$ cat src/rtl/synth_cfg_pkg.sv
package synth_cfg_pkg;

    localparam int M_W     = 10;
    localparam int N_W     = 3;
    localparam int REG_CNT = 3;
    localparam int PTR_W   = 2;
    localparam int CFG_W   = M_W + 1 + 2 * N_W;

    typedef struct packed {
        logic [M_W-1:0] m;
        logic           p;
        logic [N_W-1:0] na;
        logic [N_W-1:0] nb;
    } div_cfg_t;

    typedef enum logic [2:0] {
        SL_IDLE,
        SL_RX,
        SL_ACK,
        SL_TX,
        SL_RACK
    } sl_state_t;

    typedef enum logic [1:0] {
        ROLE_ADDR,
        ROLE_PTR,
        ROLE_DATA
    } role_t;

    function automatic logic [PTR_W-1:0] ptr_next(input logic [PTR_W-1:0] p);
        return (p == PTR_W'(REG_CNT - 1)) ? '0 : p + PTR_W'(1);
    endfunction

    function automatic logic [7:0] cfg_read_byte(input div_cfg_t c,
                                                 input logic [PTR_W-1:0] idx);
        logic [7:0] b;
        case (idx)
            2'd0:    b = {6'b0, c.m[M_W-1:8]};
            2'd1:    b = c.m[7:0];
            default: b = {c.p, c.na, c.nb, 1'b0};
        endcase
        return b;
    endfunction

    function automatic div_cfg_t cfg_write_byte(input div_cfg_t c,
                                                input logic [PTR_W-1:0] idx,
                                                input logic [7:0] b);
        div_cfg_t r;
        r = c;
        case (idx)
            2'd0:    r.m[M_W-1:8] = b[1:0];
            2'd1:    r.m[7:0]     = b;
            default: {r.p, r.na, r.nb} = b[7:1];
        endcase
        return r;
    endfunction

endpackage

$ cat src/rtl/cfg_sync.sv
module cfg_sync #(
    parameter int          W       = 1,
    parameter logic [W-1:0] RST_VAL = '0
) (
    input  logic         clk,
    input  logic         rst,
    input  logic [W-1:0] d,
    output logic [W-1:0] q
);

    logic [W-1:0] stage1;

    always_ff @(posedge clk) begin
        if (rst) begin
            stage1 <= RST_VAL;
            q      <= RST_VAL;
        end else begin
            stage1 <= d;
            q      <= stage1;
        end
    end

endmodule

$ cat src/rtl/i2c_line_mon.sv
module i2c_line_mon (
    input  logic clk,
    input  logic rst,
    input  logic scl,
    input  logic sda,
    output logic scl_s,
    output logic sda_s,
    output logic scl_rise,
    output logic scl_fall,
    output logic start_det,
    output logic stop_det
);

    logic [1:0] line_s;
    logic       scl_p;
    logic       sda_p;

    cfg_sync #(.W(2), .RST_VAL(2'b11)) u_line_sync (
        .clk (clk),
        .rst (rst),
        .d   ({scl, sda}),
        .q   (line_s)
    );

    assign scl_s = line_s[1];
    assign sda_s = line_s[0];

    always_ff @(posedge clk) begin
        if (rst) begin
            scl_p <= 1'b1;
            sda_p <= 1'b1;
        end else begin
            scl_p <= scl_s;
            sda_p <= sda_s;
        end
    end

    assign scl_rise  = scl_s & ~scl_p;
    assign scl_fall  = ~scl_s & scl_p;
    assign start_det = scl_s & scl_p & sda_p & ~sda_s;
    assign stop_det  = scl_s & scl_p & ~sda_p & sda_s;

endmodule

$ cat src/rtl/i2c_cfg_slave.sv
module i2c_cfg_slave
    import synth_cfg_pkg::*;
#(
    parameter logic [3:0] ADDR_HI = 4'b1101
) (
    input  logic             clk,
    input  logic             rst,
    input  logic [1:0]       addr_strap,
    input  logic             sda_s,
    input  logic             scl_rise,
    input  logic             scl_fall,
    input  logic             start_det,
    input  logic             stop_det,
    output logic             sda_oe,
    output logic             commit,
    output logic [PTR_W-1:0] ptr,
    output div_cfg_t         active_cfg
);

    sl_state_t  state;
    role_t      role;
    logic [3:0] bit_cnt;
    logic [7:0] shreg;
    logic [7:0] txsh;
    logic       rw;
    logic       acked;
    logic       dirty;
    div_cfg_t   stage;
    logic [6:0] dev_addr;
    logic [7:0] rd_byte;

    assign dev_addr = {ADDR_HI, addr_strap, 1'b0};

    always_comb rd_byte = cfg_read_byte(stage, ptr);

    always_ff @(posedge clk) begin
        if (rst) begin
            state      <= SL_IDLE;
            role       <= ROLE_ADDR;
            bit_cnt    <= '0;
            shreg      <= '0;
            txsh       <= '0;
            rw         <= 1'b0;
            acked      <= 1'b0;
            dirty      <= 1'b0;
            ptr        <= '0;
            stage      <= '0;
            active_cfg <= '0;
            sda_oe     <= 1'b0;
            commit     <= 1'b0;
        end else begin
            commit <= 1'b0;
            if (stop_det) begin
                state  <= SL_IDLE;
                sda_oe <= 1'b0;
                if (dirty) begin
                    active_cfg <= stage;
                    dirty      <= 1'b0;
                    commit     <= 1'b1;
                end
            end else if (start_det) begin
                state   <= SL_RX;
                role    <= ROLE_ADDR;
                bit_cnt <= '0;
                sda_oe  <= 1'b0;
            end else begin
                case (state)
                    SL_RX: begin
                        if (scl_rise) begin
                            shreg   <= {shreg[6:0], sda_s};
                            bit_cnt <= bit_cnt + 4'd1;
                        end else if (scl_fall && bit_cnt == 4'd8) begin
                            bit_cnt <= '0;
                            case (role)
                                ROLE_ADDR: begin
                                    if (shreg[7:1] == dev_addr) begin
                                        rw     <= shreg[0];
                                        sda_oe <= 1'b1;
                                        state  <= SL_ACK;
                                    end else begin
                                        state <= SL_IDLE;
                                    end
                                end
                                ROLE_PTR: begin
                                    ptr    <= (shreg < 8'(REG_CNT)) ? shreg[PTR_W-1:0] : '0;
                                    sda_oe <= 1'b1;
                                    state  <= SL_ACK;
                                end
                                default: begin
                                    stage  <= cfg_write_byte(stage, ptr, shreg);
                                    ptr    <= ptr_next(ptr);
                                    dirty  <= 1'b1;
                                    sda_oe <= 1'b1;
                                    state  <= SL_ACK;
                                end
                            endcase
                        end
                    end
                    SL_ACK: begin
                        if (scl_fall) begin
                            bit_cnt <= '0;
                            if (role == ROLE_ADDR && rw) begin
                                txsh   <= rd_byte;
                                sda_oe <= ~rd_byte[7];
                                state  <= SL_TX;
                            end else begin
                                sda_oe <= 1'b0;
                                state  <= SL_RX;
                                role   <= (role == ROLE_ADDR) ? ROLE_PTR : ROLE_DATA;
                            end
                        end
                    end
                    SL_TX: begin
                        if (scl_fall) begin
                            if (bit_cnt == 4'd7) begin
                                sda_oe <= 1'b0;
                                state  <= SL_RACK;
                            end else begin
                                txsh    <= {txsh[6:0], 1'b0};
                                sda_oe  <= ~txsh[6];
                                bit_cnt <= bit_cnt + 4'd1;
                            end
                        end
                    end
                    SL_RACK: begin
                        if (scl_rise) begin
                            acked <= ~sda_s;
                            ptr   <= ptr_next(ptr);
                        end else if (scl_fall) begin
                            if (acked) begin
                                txsh    <= rd_byte;
                                sda_oe  <= ~rd_byte[7];
                                bit_cnt <= '0;
                                state   <= SL_TX;
                            end else begin
                                state <= SL_IDLE;
                            end
                        end
                    end
                    default: ;
                endcase
            end
        end
    end

endmodule

$ cat src/rtl/synth_cfg_regs.sv
module synth_cfg_regs
    import synth_cfg_pkg::*;
#(
    parameter logic [3:0] ADDR_HI = 4'b1101
) (
    input  logic           clk,
    input  logic           rst,
    input  logic           par_load,
    input  logic [M_W-1:0] par_m,
    input  logic           par_p,
    input  logic [N_W-1:0] par_na,
    input  logic [N_W-1:0] par_nb,
    input  logic [1:0]     addr_strap,
    input  logic           scl,
    input  logic           sda_in,
    output logic           sda_oe,
    output logic [M_W-1:0] m_out,
    output logic           p_out,
    output logic [N_W-1:0] na_out,
    output logic [N_W-1:0] nb_out
);

    logic [CFG_W:0]   par_sync_q;
    logic             sel_s;
    div_cfg_t         par_s;
    div_cfg_t         active_cfg;
    div_cfg_t         out_cfg;
    logic             scl_s;
    logic             sda_s;
    logic             scl_rise;
    logic             scl_fall;
    logic             start_det;
    logic             stop_det;
    logic             commit;
    logic [PTR_W-1:0] ptr;

    cfg_sync #(.W(CFG_W + 1), .RST_VAL('0)) u_par_sync (
        .clk (clk),
        .rst (rst),
        .d   ({par_load, par_m, par_p, par_na, par_nb}),
        .q   (par_sync_q)
    );

    assign sel_s = par_sync_q[CFG_W];
    assign par_s = div_cfg_t'(par_sync_q[CFG_W-1:0]);

    i2c_line_mon u_line (
        .clk       (clk),
        .rst       (rst),
        .scl       (scl),
        .sda       (sda_in),
        .scl_s     (scl_s),
        .sda_s     (sda_s),
        .scl_rise  (scl_rise),
        .scl_fall  (scl_fall),
        .start_det (start_det),
        .stop_det  (stop_det)
    );

    i2c_cfg_slave #(.ADDR_HI(ADDR_HI)) u_slave (
        .clk        (clk),
        .rst        (rst),
        .addr_strap (addr_strap),
        .sda_s      (sda_s),
        .scl_rise   (scl_rise),
        .scl_fall   (scl_fall),
        .start_det  (start_det),
        .stop_det   (stop_det),
        .sda_oe     (sda_oe),
        .commit     (commit),
        .ptr        (ptr),
        .active_cfg (active_cfg)
    );

    always_ff @(posedge clk) begin
        if (rst) begin
            out_cfg <= '0;
        end else begin
            out_cfg <= sel_s ? par_s : active_cfg;
        end
    end

    assign m_out  = out_cfg.m;
    assign p_out  = out_cfg.p;
    assign na_out = out_cfg.na;
    assign nb_out = out_cfg.nb;

endmodule

$ cat config.mk
export PLATFORM = sky130hd
export DESIGN_NAME = synth_cfg_regs
export DESIGN_NICKNAME = d
export VERILOG_FILES = /design/src/rtl/synth_cfg_pkg.sv /design/src/rtl/cfg_sync.sv /design/src/rtl/i2c_line_mon.sv /design/src/rtl/i2c_cfg_slave.sv /design/src/rtl/synth_cfg_regs.sv
export SDC_FILE = /design/constraint.sdc
export NUM_CORES = 1
export LEC_CHECK = 0
export BUFFER_PORTS_ARGS = -buffer_cell sky130_fd_sc_hd__buf_2
export CAP_MARGIN = 5
export CORE_AREA = 2 2 92 94
export CTS_BUF_LIST = sky130_fd_sc_hd__clkbuf_2 sky130_fd_sc_hd__clkbuf_4 sky130_fd_sc_hd__clkbuf_8
export CTS_CLUSTER_SIZE = 30
export DETAILED_ROUTE_END_ITERATION = 16
export DIE_AREA = 0 0 94 96
export HOLD_SLACK_MARGIN = 0.05
export PLACE_DENSITY = 0.87
export RECOVER_POWER = 100
export SLEW_MARGIN = 20
export SYNTH_ARGS = -nofsm -noshare
export SYNTH_HDL_FRONTEND = slang
export SYNTH_SLANG_ARGS = --single-unit
$ cat constraint.sdc
create_clock -name clk -period 2 [get_ports clk]
set_clock_uncertainty 0.05 [all_clocks]
set_input_delay 0.4 -clock clk [delete_from_list [all_inputs] [get_ports clk]]
set_output_delay 0.4 -clock clk [all_outputs]
set_load 0.01 [all_outputs]
==> results.py, run 1 <==
metrics = {
    "route": {
        "wirelength_um": 10000,
        "ant_nets": 0,
        "drc": 0,
        "firstDrtPassIters": 6,
        "vias_per_cell": 5.60,
        "vias": 3833,
        "drt_iter0_drc": 281,
        "routedWlPerCell_um": 14.7,
    },
    "power_and_ir_drop": {
        "leakage_nw": 2.06,
        "p_per_area_mw_per_mm2": 849,
        "sw_frac_of_total": 0.244,
        "comb_power_share": 0.037,
        "peakVddDrop_uv": 656,
        "p_sw_mw": 1.15,
        "clockPowerShare": 0.431,
        "p_seq_frac": 0.531,
        "cell_internal_pwr_mw": 3.56,
        "p_total_mw": 4.71,
    },
    "synth": {
        "syn_avg_cell_area_sq_um": 9.34,
        "dominantRegCellSynth": "dfxtp_1",
        "syn_area_sq_mm": 0.00482,
        "ys_async_sr_fraction": 0,
        "synth_seq_area_share": 0.511,
        "yosys_warnings": 0,
        "synth.distinct_cells": 54,
        "synth_edf_count": 0,
        "syn_inst": 516,
        "yosys_register_bits": 123,
        "syn-num-nets": 542,
    },
    "setup_path": {
        "critPathMaxStageDelay_ns": 0.35,
        "crit_buf_inv": 1,
        "critPathRequiredTime_ns": 2.28,
        "cpMaxStageDelayCell": "a221oi_4",
        "worstSetupEndpointType": "register",
        "crit_family": "compound AO/OA/AOI/OAI gates",
        "timing_worst_setup_path_type": "register to register",
        "critPathArrivalTime_ns": 2.16,
        "crit_path_start_kind": "register",
        "cp_max_fo": 4,
        "worstPathCellList": "inv_1, ha_1, and3b_1, a21oi_2, a221oi_4, o21ai_0, a32o_1",
    },
    "global_routing": {
        "met3_usage": 0.0595,
        "antenna_found_initial": 0,
        "grt_pass1_wl_um": 16200,
        "grt_pass1_vias": 3667,
        "overflow": 0,
        "top_usage_layer": "met2",
        "grtUsageTotal": 0.231,
        "grt_use_met2": 0.389,
        "grt_max_degree": 91,
        "use_met1": 0.270,
    },
    "floorplanning": {
        "dieArea_sq_mm": 0.00902,
        "pin_count": 42,
        "placementRows": 33,
        "coreArea_sq_mm": 0.00805,
        "die_h_um": 96,
        "die_x_um": 94,
        "initial_core_util": 0.599,
    },
    "sta": {
        "min_period_over_period": 0.940,
        "finalSetupViolations": 0,
        "setup_tns_ns": 0,
        "layout_min_cycle_time_ns": 1.88,
        "slew_violations": 0,
        "clock.fmax_ghz": 0.532,
        "max_slew_margin": 0.193,
        "finalHoldViolations": 0,
        "rsz0062_at_grt": "no",
        "tightestPinTransition_ns": 1.21,
    },
    "clock_network": {
        "post_cts_resized": 0,
        "cts.sinks": 123,
        "clkLatencyLatePin_ns": 0.43,
        "cts_made_buffers": 17,
        "clk_path_buf_depth": 2,
        "cts_setup_buffers": 0,
        "cts_root_buf": "clkbuf_8",
        "tritoncts": "done",
        "hold_buffers": 0,
        "cts_htree_levels": 4,
        "path_clk_slew_ns": 0.07,
    },
    "cells_and_area": {
        "syn2layout_area_growth_pct": 15.2,
        "drive_above_1_share": 0.162,
        "n_fill_cell": 580,
        "fin_util": 0.689,
        "fin_area_sq_mm": 0.00555,
        "num_antenna_cells": 0,
        "final_common_cell": "dfxtp_1",
        "fin_nets": 592,
        "final_cell_mix": "dfxtp_1 (123), nor2_1 (51), nand2_1 (47), a21oi_1 (44), nor2b_1 (39)",
    },
    "run_status": {
        "status": "finished, final reports clean",
    },
    "placed_design": {
        "dpl.hpwl_um": 6900,
        "portBuffers": 41,
        "placedInstanceArea_sq_mm": 0.00519,
        "gp_congestion": 0.830,
    },
    "worst_hold_path": {
        "hold_path_class": "input port to register",
    },
    "flow_run": {
        "maxCapViolCount": 0,
    },
}
==> routing by layer <==
| layer | vias up | routed length, um |
|---|---|---|
| li1 | 1883 | - |
| met3 | 39 | 502 |
| met1 | 1793 | 4310 |
| met2 | 118 | 4880 |
| met5 | - | 0 |
| met4 | 0 | 351 |
==> synth_stat cells (all sizes together), types with 3 or more instances <==
cell type,n,share of area
nand2,47,0.037
nor3,4,0.0088
mux2i,37,0.077
o211ai,11,0.017
a32o,3,0.0062
inv,6,0.0047
nor4,3,0.0039
a211oi,3,0.0047
a21oi,45,0.048
or2,8,0.010
nand4,3,0.0070
dfxtp,123,0.51
nand3,31,0.033
nor3b,5,0.010
clkbuf,27,0.021
buf,5,0.0083
nor2,51,0.040
nand3b,4,0.0062
o221ai,3,0.0055
o21ai,11,0.011
nand2b,16,0.021
nor2b,39,0.051
==> metrics by stage <==
step                std cells  worst slack [ns]  hold WS (ns)
global route              684           0.00538        0.0794
floorplan                 516             0.201         0.339
detailed placement        652             0.109         0.357
global placement          652             0.153         0.343
CTS                       684            0.0843        0.0814
finish                    684             0.120        0.0983
==> power groups by stage <==
stage / sequential [mW] / clock [mW] / combinational [mW]
final: 2.51 / 2.03 / 0.175
after global routing: 2.51 / 2.18 / 0.193
after CTS: 2.51 / 2.07 / 0.177
after detailed placement: 2.56 / 0 / 0.176
after global placement: 2.56 / 0 / 0.172
after floorplan: 2.56 / 0 / 0.119
==> logic make-up (layout without fill, tap and decap cells) <==
kind of cell / Yosys count / count (layout) / share of synthesized area
multiplexers: 38 / 38 / 0.0792
flip-flops: 123 / 123 / 0.511
adder cells (fa/ha/maj): 2 / 2 / 0.00519
AND/OR/NAND/NOR: 224 / 224 / 0.248
XOR/XNOR: 2 / 2 / 0.00364
buffers and inverters: 38 / 101 / 0.0343
AO/OA/AOI/OAI: 89 / 89 / 0.119
==> final timing paths <==
check	start	endpoint	slack, ns	depth (start not counted)
min	scl	u_line.u_line_sync.stage1[1]	0.1	2
max	u_slave.bit_cnt[0]	u_slave.bit_cnt[3]	0.12	7
max reg2reg	u_slave.bit_cnt[0]	u_slave.bit_cnt[3]	0.12	7
min reg2reg	u_line.u_line_sync.stage1[0]	u_line.u_line_sync.q[0]	0.37	1
==> flip-flops by register name, indices dropped and copies added (netlist names), 2 cells and up <==
| signal | count |
|---|---|
| m_out | 10 |
| na_out | 3 |
| nb_out | 3 |
| u_line.u_line_sync.q | 2 |
| u_line.u_line_sync.stage1 | 2 |
| u_par_sync.q | 18 |
| u_par_sync.stage1 | 18 |
| u_slave.active_cfg | 17 |
| u_slave.bit_cnt | 4 |
| u_slave.ptr | 2 |
| u_slave.role | 2 |
| u_slave.shreg | 8 |
| u_slave.stage | 17 |
| u_slave.state | 3 |
| u_slave.txsh | 7 |
==> layout make-up <==
cell class	count	area [sq um]	area share
timing repair buffer	63	353	0.0636
clock inverter	15	140	0.0252
sequential	123	2460	0.444
tap	105	131	0.0237
inverter	6	22.5	0.00406
multi-input combinational	355	2210	0.398
clock buffer	17	234	0.0422
==> worst reg2reg max path: stages (launching register included) <==
cell      delay [ns]
dfxtp_1         0.32
inv_1           0.09
ha_1            0.17
and3b_1         0.25
a21oi_2         0.12
a221oi_4        0.35
o21ai_0         0.15
a32o_1          0.27
(Power assumes the default switching activity.)
==> inputs of run 2 (changes only) <==
--- a/config.mk
+++ b/config.mk
@@ -7,15 +7,18 @@
 export LEC_CHECK = 0
 export BUFFER_PORTS_ARGS = -buffer_cell sky130_fd_sc_hd__buf_2
 export CAP_MARGIN = 5
-export CORE_AREA = 2 2 92 94
+export CORE_AREA = 2 2 93 95
 export CTS_BUF_LIST = sky130_fd_sc_hd__clkbuf_2 sky130_fd_sc_hd__clkbuf_4 sky130_fd_sc_hd__clkbuf_8
 export CTS_CLUSTER_SIZE = 30
 export DETAILED_ROUTE_END_ITERATION = 16
-export DIE_AREA = 0 0 94 96
+export DIE_AREA = 0 0 95 97
 export HOLD_SLACK_MARGIN = 0.05
 export PLACE_DENSITY = 0.87
 export RECOVER_POWER = 100
+export SETUP_SLACK_MARGIN = 0.1
 export SLEW_MARGIN = 20
 export SYNTH_ARGS = -nofsm -noshare
 export SYNTH_HDL_FRONTEND = slang
+export SYNTH_HIERARCHICAL = 1
 export SYNTH_SLANG_ARGS = --single-unit
+export TNS_END_PERCENT = 100
==> run 2 against run 1 <==
Register-to-register slack got worse by 0.02 ns; sequential cell count unchanged; largest cell class unchanged; critical path type unchanged; non-clock buffer count increased by 6; sequential power about the same.
==> results.py, run 2 <==
metrics = {
    "run_status": {
        "status": "finished, final reports clean",
    },
    "route": {
        "vias": 3812,
        "vias_per_cell": 5.56,
        "drc": 0,
        "routedWlPerCell_um": 15.2,
        "drt_iter0_drc": 337,
        "firstDrtPassIters": 6,
        "wirelength_um": 10400,
        "ant_nets": 0,
    },
    "power_and_ir_drop": {
        "peakVddDrop_uv": 842,
        "cell_internal_pwr_mw": 3.62,
        "leakage_nw": 2.32,
        "p_per_area_mw_per_mm2": 861,
        "sw_frac_of_total": 0.261,
        "clockPowerShare": 0.451,
        "p_sw_mw": 1.28,
        "p_seq_frac": 0.511,
        "comb_power_share": 0.037,
    },
    "setup_path": {
        "critPathRequiredTime_ns": 2.27,
        "worstSetupEndpointType": "register",
        "cp_common_cell": "nor2_2",
        "timing_worst_setup_path_type": "register to register",
        "worstPathCellList": "nor3b_4, nor2_2, nor4b_2, buf_6, nor2_2, a311oi_1",
        "r2r_end": "u_slave/txsh[1]",
        "cp_max_fo": 10,
        "critPathArrivalTime_ns": 2.16,
        "crit_path_start_kind": "register",
        "critPathMaxStageDelay_ns": 0.46,
        "ff2ff_setup_slack_ns": 0.10,
        "cpMaxStageDelayCell": "dfxtp_2",
        "r2r-start": "u_slave/state[2]",
        "r2r.worst_path.cells": 6,
    },
    "clock_network": {
        "cts_root_buf": "clkbuf_8",
        "cts_made_buffers": 17,
        "clkLatencyLatePin_ns": 0.43,
        "cts_htree_levels": 4,
        "path_clk_slew_ns": 0.08,
        "tritoncts": "done",
        "clk_path_buf_depth": 2,
        "cts.sinks": 123,
    },
    "cells_and_area": {
        "n_fill_cell": 549,
        "fin_area_sq_mm": 0.00569,
        "reg_top3": "u_par_sync/q x18, u_par_sync/stage1 x18",
        "final_cell_mix": "dfxtp_1 (117), nor2_1 (72), nand2_1 (54), mux2i_1 (53), nor2b_1 (34)",
        "final_common_cell": "dfxtp_1",
        "syn2layout_area_growth_pct": 16.9,
        "fin_nets": 593,
        "fin_cells": 685,
        "num_antenna_cells": 0,
        "drive_above_1_share": 0.190,
        "fin_util": 0.699,
    },
    "sta": {
        "clock.fmax_ghz": 0.527,
        "finalHoldViolations": 0,
        "tightestPinTransition_ns": 1.19,
        "slew_violations": 0,
        "finalSetupViolations": 0,
        "max_slew_margin": 0.207,
        "min_period_over_period": 0.949,
        "layout_min_cycle_time_ns": 1.90,
        "rsz0062_at_grt": "yes",
        "hold_slack_ns": 0.100,
        "setup_slack_ns": 0.102,
    },
    "worst_hold_path": {
        "hold_end": "u_line/u_line_sync/stage1[1]",
        "hold_start": "scl",
        "hold_path_class": "input port to register",
        "min_path_cells": 2,
    },
    "synth": {
        "syn-num-nets": 534,
        "syn_area_sq_mm": 0.00487,
        "syn_avg_cell_area_sq_um": 9.58,
        "yosys_warnings": 6,
        "syn_inst": 508,
    },
    "placed_design": {
        "dpl.hpwl_um": 6740,
        "portBuffers": 41,
        "placedInstanceArea_sq_mm": 0.00521,
        "gp_congestion": 0.829,
        "place_worst_setup_slack_ns": -0.0323,
        "place_inst": 647,
    },
    "global_routing": {
        "antenna_found_initial": 0,
        "overflow": 0,
        "grtUsageTotal": 0.232,
        "grt_pass1_wl_um": 16800,
        "grt_pass1_vias": 3730,
        "grt_max_degree": 37,
    },
    "floorplanning": {
        "die_h_um": 97,
        "coreArea_sq_mm": 0.00813,
        "dieArea_sq_mm": 0.00922,
        "initial_core_util": 0.599,
        "pin_count": 42,
        "placementRows": 33,
        "die_x_um": 95,
    },
    "flow_run": {
        "maxCapViolCount": 0,
    },
}
## run 2: routing by layer
layer	global-route usage	vias up	part of all wire
met5	0	-	0
met4	0.0858	0	0.021
met3	0.0685	25	0.059
met2	0.389	155	0.49
met1	0.278	1783	0.43
li1	-	1849	-
## run 2: what timing repair did
| action | CTS | global route |
|---|---|---|
| hold endpoints to repair | 0 | 0 |
| setup buffers | 0 | 6 |
| setup endpoints to repair | 23 | 32 |
| pin swaps | 0 | 2 |
| hold buffers | 0 | 0 |
| resized for setup | 6 | 15 |
## run 2: worst max path at each step
| stage | to | from | slack (ns) |
|---|---|---|---|
| after floorplan | u_slave/txsh[0] | u_line/u_line_sync/q[0] | 0.15 |
| after global placement | u_slave/bit_cnt[3] | u_line/u_line_sync/q[1] | 0.03 |
| after detailed placement | u_slave/bit_cnt[3] | u_line/u_line_sync/q[1] | -0.03 |
| after CTS | u_slave/bit_cnt[3] | u_line/u_line_sync/q[1] | 0.10 |
| after global routing | u_slave/stage[14] | u_line/scl_p | 0.05 |
| final | u_slave/txsh[1] | u_slave/state[2] | 0.10 |
## run 2: final cells by class
| class | count | area, sq um | share of cell area |
|---|---|---|---|
| Timing Repair Buffer | 69 | 387 | 0.0680 |
| Tap cell | 105 | 131 | 0.0231 |
| Clock buffer | 17 | 234 | 0.0411 |
| Multi-Input combinational cell | 349 | 2260 | 0.398 |
| Sequential cell | 123 | 2470 | 0.435 |
| Clock inverter | 15 | 175 | 0.0308 |
| Inverter | 7 | 26.3 | 0.00462 |
## run 2: critical path: cells and delay by family, from the launching register on
| kind | cells | cell delay, ns |
|---|---|---|
| and+or+nand+nor | 4 | 0.79 |
| DFF | 1 | 0.46 |
| AOI/OAI and AO/OA | 1 | 0.29 |
| buffers and inverters | 1 | 0.20 |
## run 2: metrics by stage
stage | total power [mW] | TNS (ns)
after floorplan | 2.68 | 0
after global placement | 2.73 | 0
after detailed placement | 2.74 | -0.0323
after CTS | 4.92 | 0
after global routing | 5.07 | 0
final | 4.90 | 0
## run 2: power groups by stage
stage               Clock, mW  Sequential [mW]  Combinational [mW]
detailed placement          0             2.56               0.176
floorplan                   0             2.56               0.126
CTS                      2.24             2.51               0.179
finish                   2.21             2.51               0.184
global placement            0             2.56               0.171
global route             2.36             2.51               0.199
==> inputs of run 3 (changes only) <==
--- a/config.mk
+++ b/config.mk
@@ -12,7 +12,9 @@
 export CTS_CLUSTER_SIZE = 30
 export DETAILED_ROUTE_END_ITERATION = 16
 export DIE_AREA = 0 0 95 97
+export GPL_ROUTABILITY_DRIVEN = 0
 export HOLD_SLACK_MARGIN = 0.05
+export MAX_ROUTING_LAYER = met4
 export PLACE_DENSITY = 0.87
 export RECOVER_POWER = 100
 export SETUP_SLACK_MARGIN = 0.1
==> run 3 against run 2 <==
Non-clock buffer count is the same; combinational power hardly changed; critical path type unchanged; wire length grew 1.9%; setup slack improved by 0.044 ns; critical path depth is 1 higher; clock power grew 2%; via count increased by 2.1%; largest power group unchanged.
==> results.py, run 3 (synthesis results as in run 2) <==
metrics = {
    "run_status": {
        "status": "finished, final reports clean",
    },
    "sta": {
        "layout_min_cycle_time_ns": 1.85,
        "rsz0062_at_grt": "no",
        "max_slew_margin": 0.186,
        "clock.fmax_ghz": 0.539,
        "tightestPinTransition_ns": 1.22,
        "finalSetupViolations": 0,
        "slew_violations": 0,
        "min_period_over_period": 0.927,
        "finalHoldViolations": 0,
        "setup_tns_ns": 0,
    },
    "setup_path": {
        "cp_max_fo": 8,
        "ff2ff_setup_slack_ns": 0.15,
        "r2r.worst_path.cells": 7,
        "critPathArrivalTime_ns": 2.12,
        "r2r-start": "u_slave/state[2]",
        "timing_worst_setup_path_type": "register to register",
        "worstSetupEndpointType": "register",
        "critPathLaunch": "u_slave/state[2]",
        "r2r_end": "u_slave/txsh[0]",
        "crit_path_start_kind": "register",
        "critPathRequiredTime_ns": 2.27,
    },
    "clock_network": {
        "hold_buffers": 0,
        "clk_path_buf_depth": 2,
        "tritoncts": "done",
        "cts_htree_levels": 4,
        "path_clk_slew_ns": 0.08,
        "clkLatencyLatePin_ns": 0.44,
        "cts_root_buf": "clkbuf_8",
        "cts.sinks": 123,
        "cts_made_buffers": 17,
    },
    "cells_and_area": {
        "fin_cells": 685,
        "num_antenna_cells": 0,
        "syn2layout_area_growth_pct": 17.5,
        "fin_area_sq_mm": 0.00572,
        "final_cell_mix": "dfxtp_1 (116), nor2_1 (73), nand2_1 (54), mux2i_1 (51), nor2b_1 (34)",
        "final_common_cell": "dfxtp_1",
        "reg_top3": "u_par_sync/q x18, u_par_sync/stage1 x18",
        "drive_above_1_share": 0.197,
        "fin_nets": 593,
    },
    "power_and_ir_drop": {
        "p_per_area_mw_per_mm2": 865,
        "comb_power_share": 0.038,
        "sw_frac_of_total": 0.247,
        "p_seq_frac": 0.507,
        "peakVddDrop_uv": 681,
        "leakage_nw": 2.32,
        "clockPowerShare": 0.456,
        "p_total_mw": 4.95,
        "p_sw_mw": 1.22,
        "cell_internal_pwr_mw": 3.73,
    },
    "global_routing": {
        "grt_max_degree": 34,
        "grt_pass1_wl_um": 17400,
        "grt_pass1_vias": 3749,
        "grtUsageTotal": 0.247,
        "overflow": 0,
        "antenna_found_initial": 0,
    },
    "worst_hold_path": {
        "hold_end": "u_line/u_line_sync/stage1[0]",
        "hold_start": "sda_in",
        "min_path_cells": 2,
        "hold_path_class": "input port to register",
    },
    "placed_design": {
        "placedInstanceArea_sq_mm": 0.00521,
        "dpl.hpwl_um": 6730,
        "place_inst": 647,
        "portBuffers": 41,
    },
    "floorplanning": {
        "die_h_um": 97,
        "pin_count": 42,
        "placementRows": 33,
        "initial_core_util": 0.599,
        "coreArea_sq_mm": 0.00813,
        "die_x_um": 95,
        "dieArea_sq_mm": 0.00922,
    },
    "route": {
        "wirelength_um": 10600,
        "drc": 0,
        "drt_iter0_drc": 339,
        "vias_per_cell": 5.68,
        "firstDrtPassIters": 5,
        "routedWlPerCell_um": 15.5,
        "ant_nets": 0,
        "vias": 3892,
    },
    "flow_run": {
        "maxCapViolCount": 0,
    },
}
-- run 3: worst max-delay path, cell delays in order, from the launching register on --
cell and delay (ns):
dfxtp_2 0.37, buf_4 0.16, and2b_2 0.28, nor2_1 0.11, nor4b_4 0.31, buf_6 0.18
mux2i_1 0.21, nor2_1 0.06
-- run 3: metal layers --
layer	track usage	up-vias	wire length, um
li1	-	1849	-
met1	0.294	1868	4490
met2	0.392	145	5330
met3	0.0709	30	574
met4	0.0936	0	231
met5	-	-	0
-- run 3: area by class of cell --
class / count / area, sq um
sequential: 123 / 2470
fill: 540 / 2410
multi-input combinational: 349 / 2300
timing repair buffer: 69 / 382
clock buffer: 17 / 234
clock inverter: 15 / 176
tap: 105 / 131
inverter: 7 / 26.3
-- run 3: worst max-delay path by stage --
stage	cells after the start	slack [ns]	to
floorplan	8	0.15	u_slave/txsh[0]
global placement	6	0.02	u_slave/bit_cnt[3]
detailed placement	6	-0.06	u_slave/bit_cnt[3]
CTS	6	0.06	u_slave/bit_cnt[3]
global route	6	0.07	u_slave/txsh[3]
finish	7	0.15	u_slave/txsh[0]
-- run 3: stage by stage --
step	hold WS (ns)	setup slack [ns]	utilization
final	0.0903	0.146	0.703
after global routing	0.0879	0.0654	0.703
after CTS	0.0714	0.0640	0.693
after detailed placement	0.340	-0.0624	0.640
after global placement	0.340	0.0245	0.640
after floorplan	0.333	0.154	-
-- run 3: power by group through the flow --
stage               Sequential, mW  Clock, mW  Combinational [mW]
CTS                           2.51       2.29               0.180
floorplan                     2.56          0               0.126
finish                        2.51       2.25               0.186
global route                  2.51       2.40               0.203
global placement              2.56          0               0.171
detailed placement            2.56          0               0.176
-- run 3: timing repair --
item | 4_1_cts | 5_1_grt
setup endpoints to repair | 15 | 32
pin swaps | 0 | 3
setup buffers | 0 | 6
gates resized for setup | 6 | 22
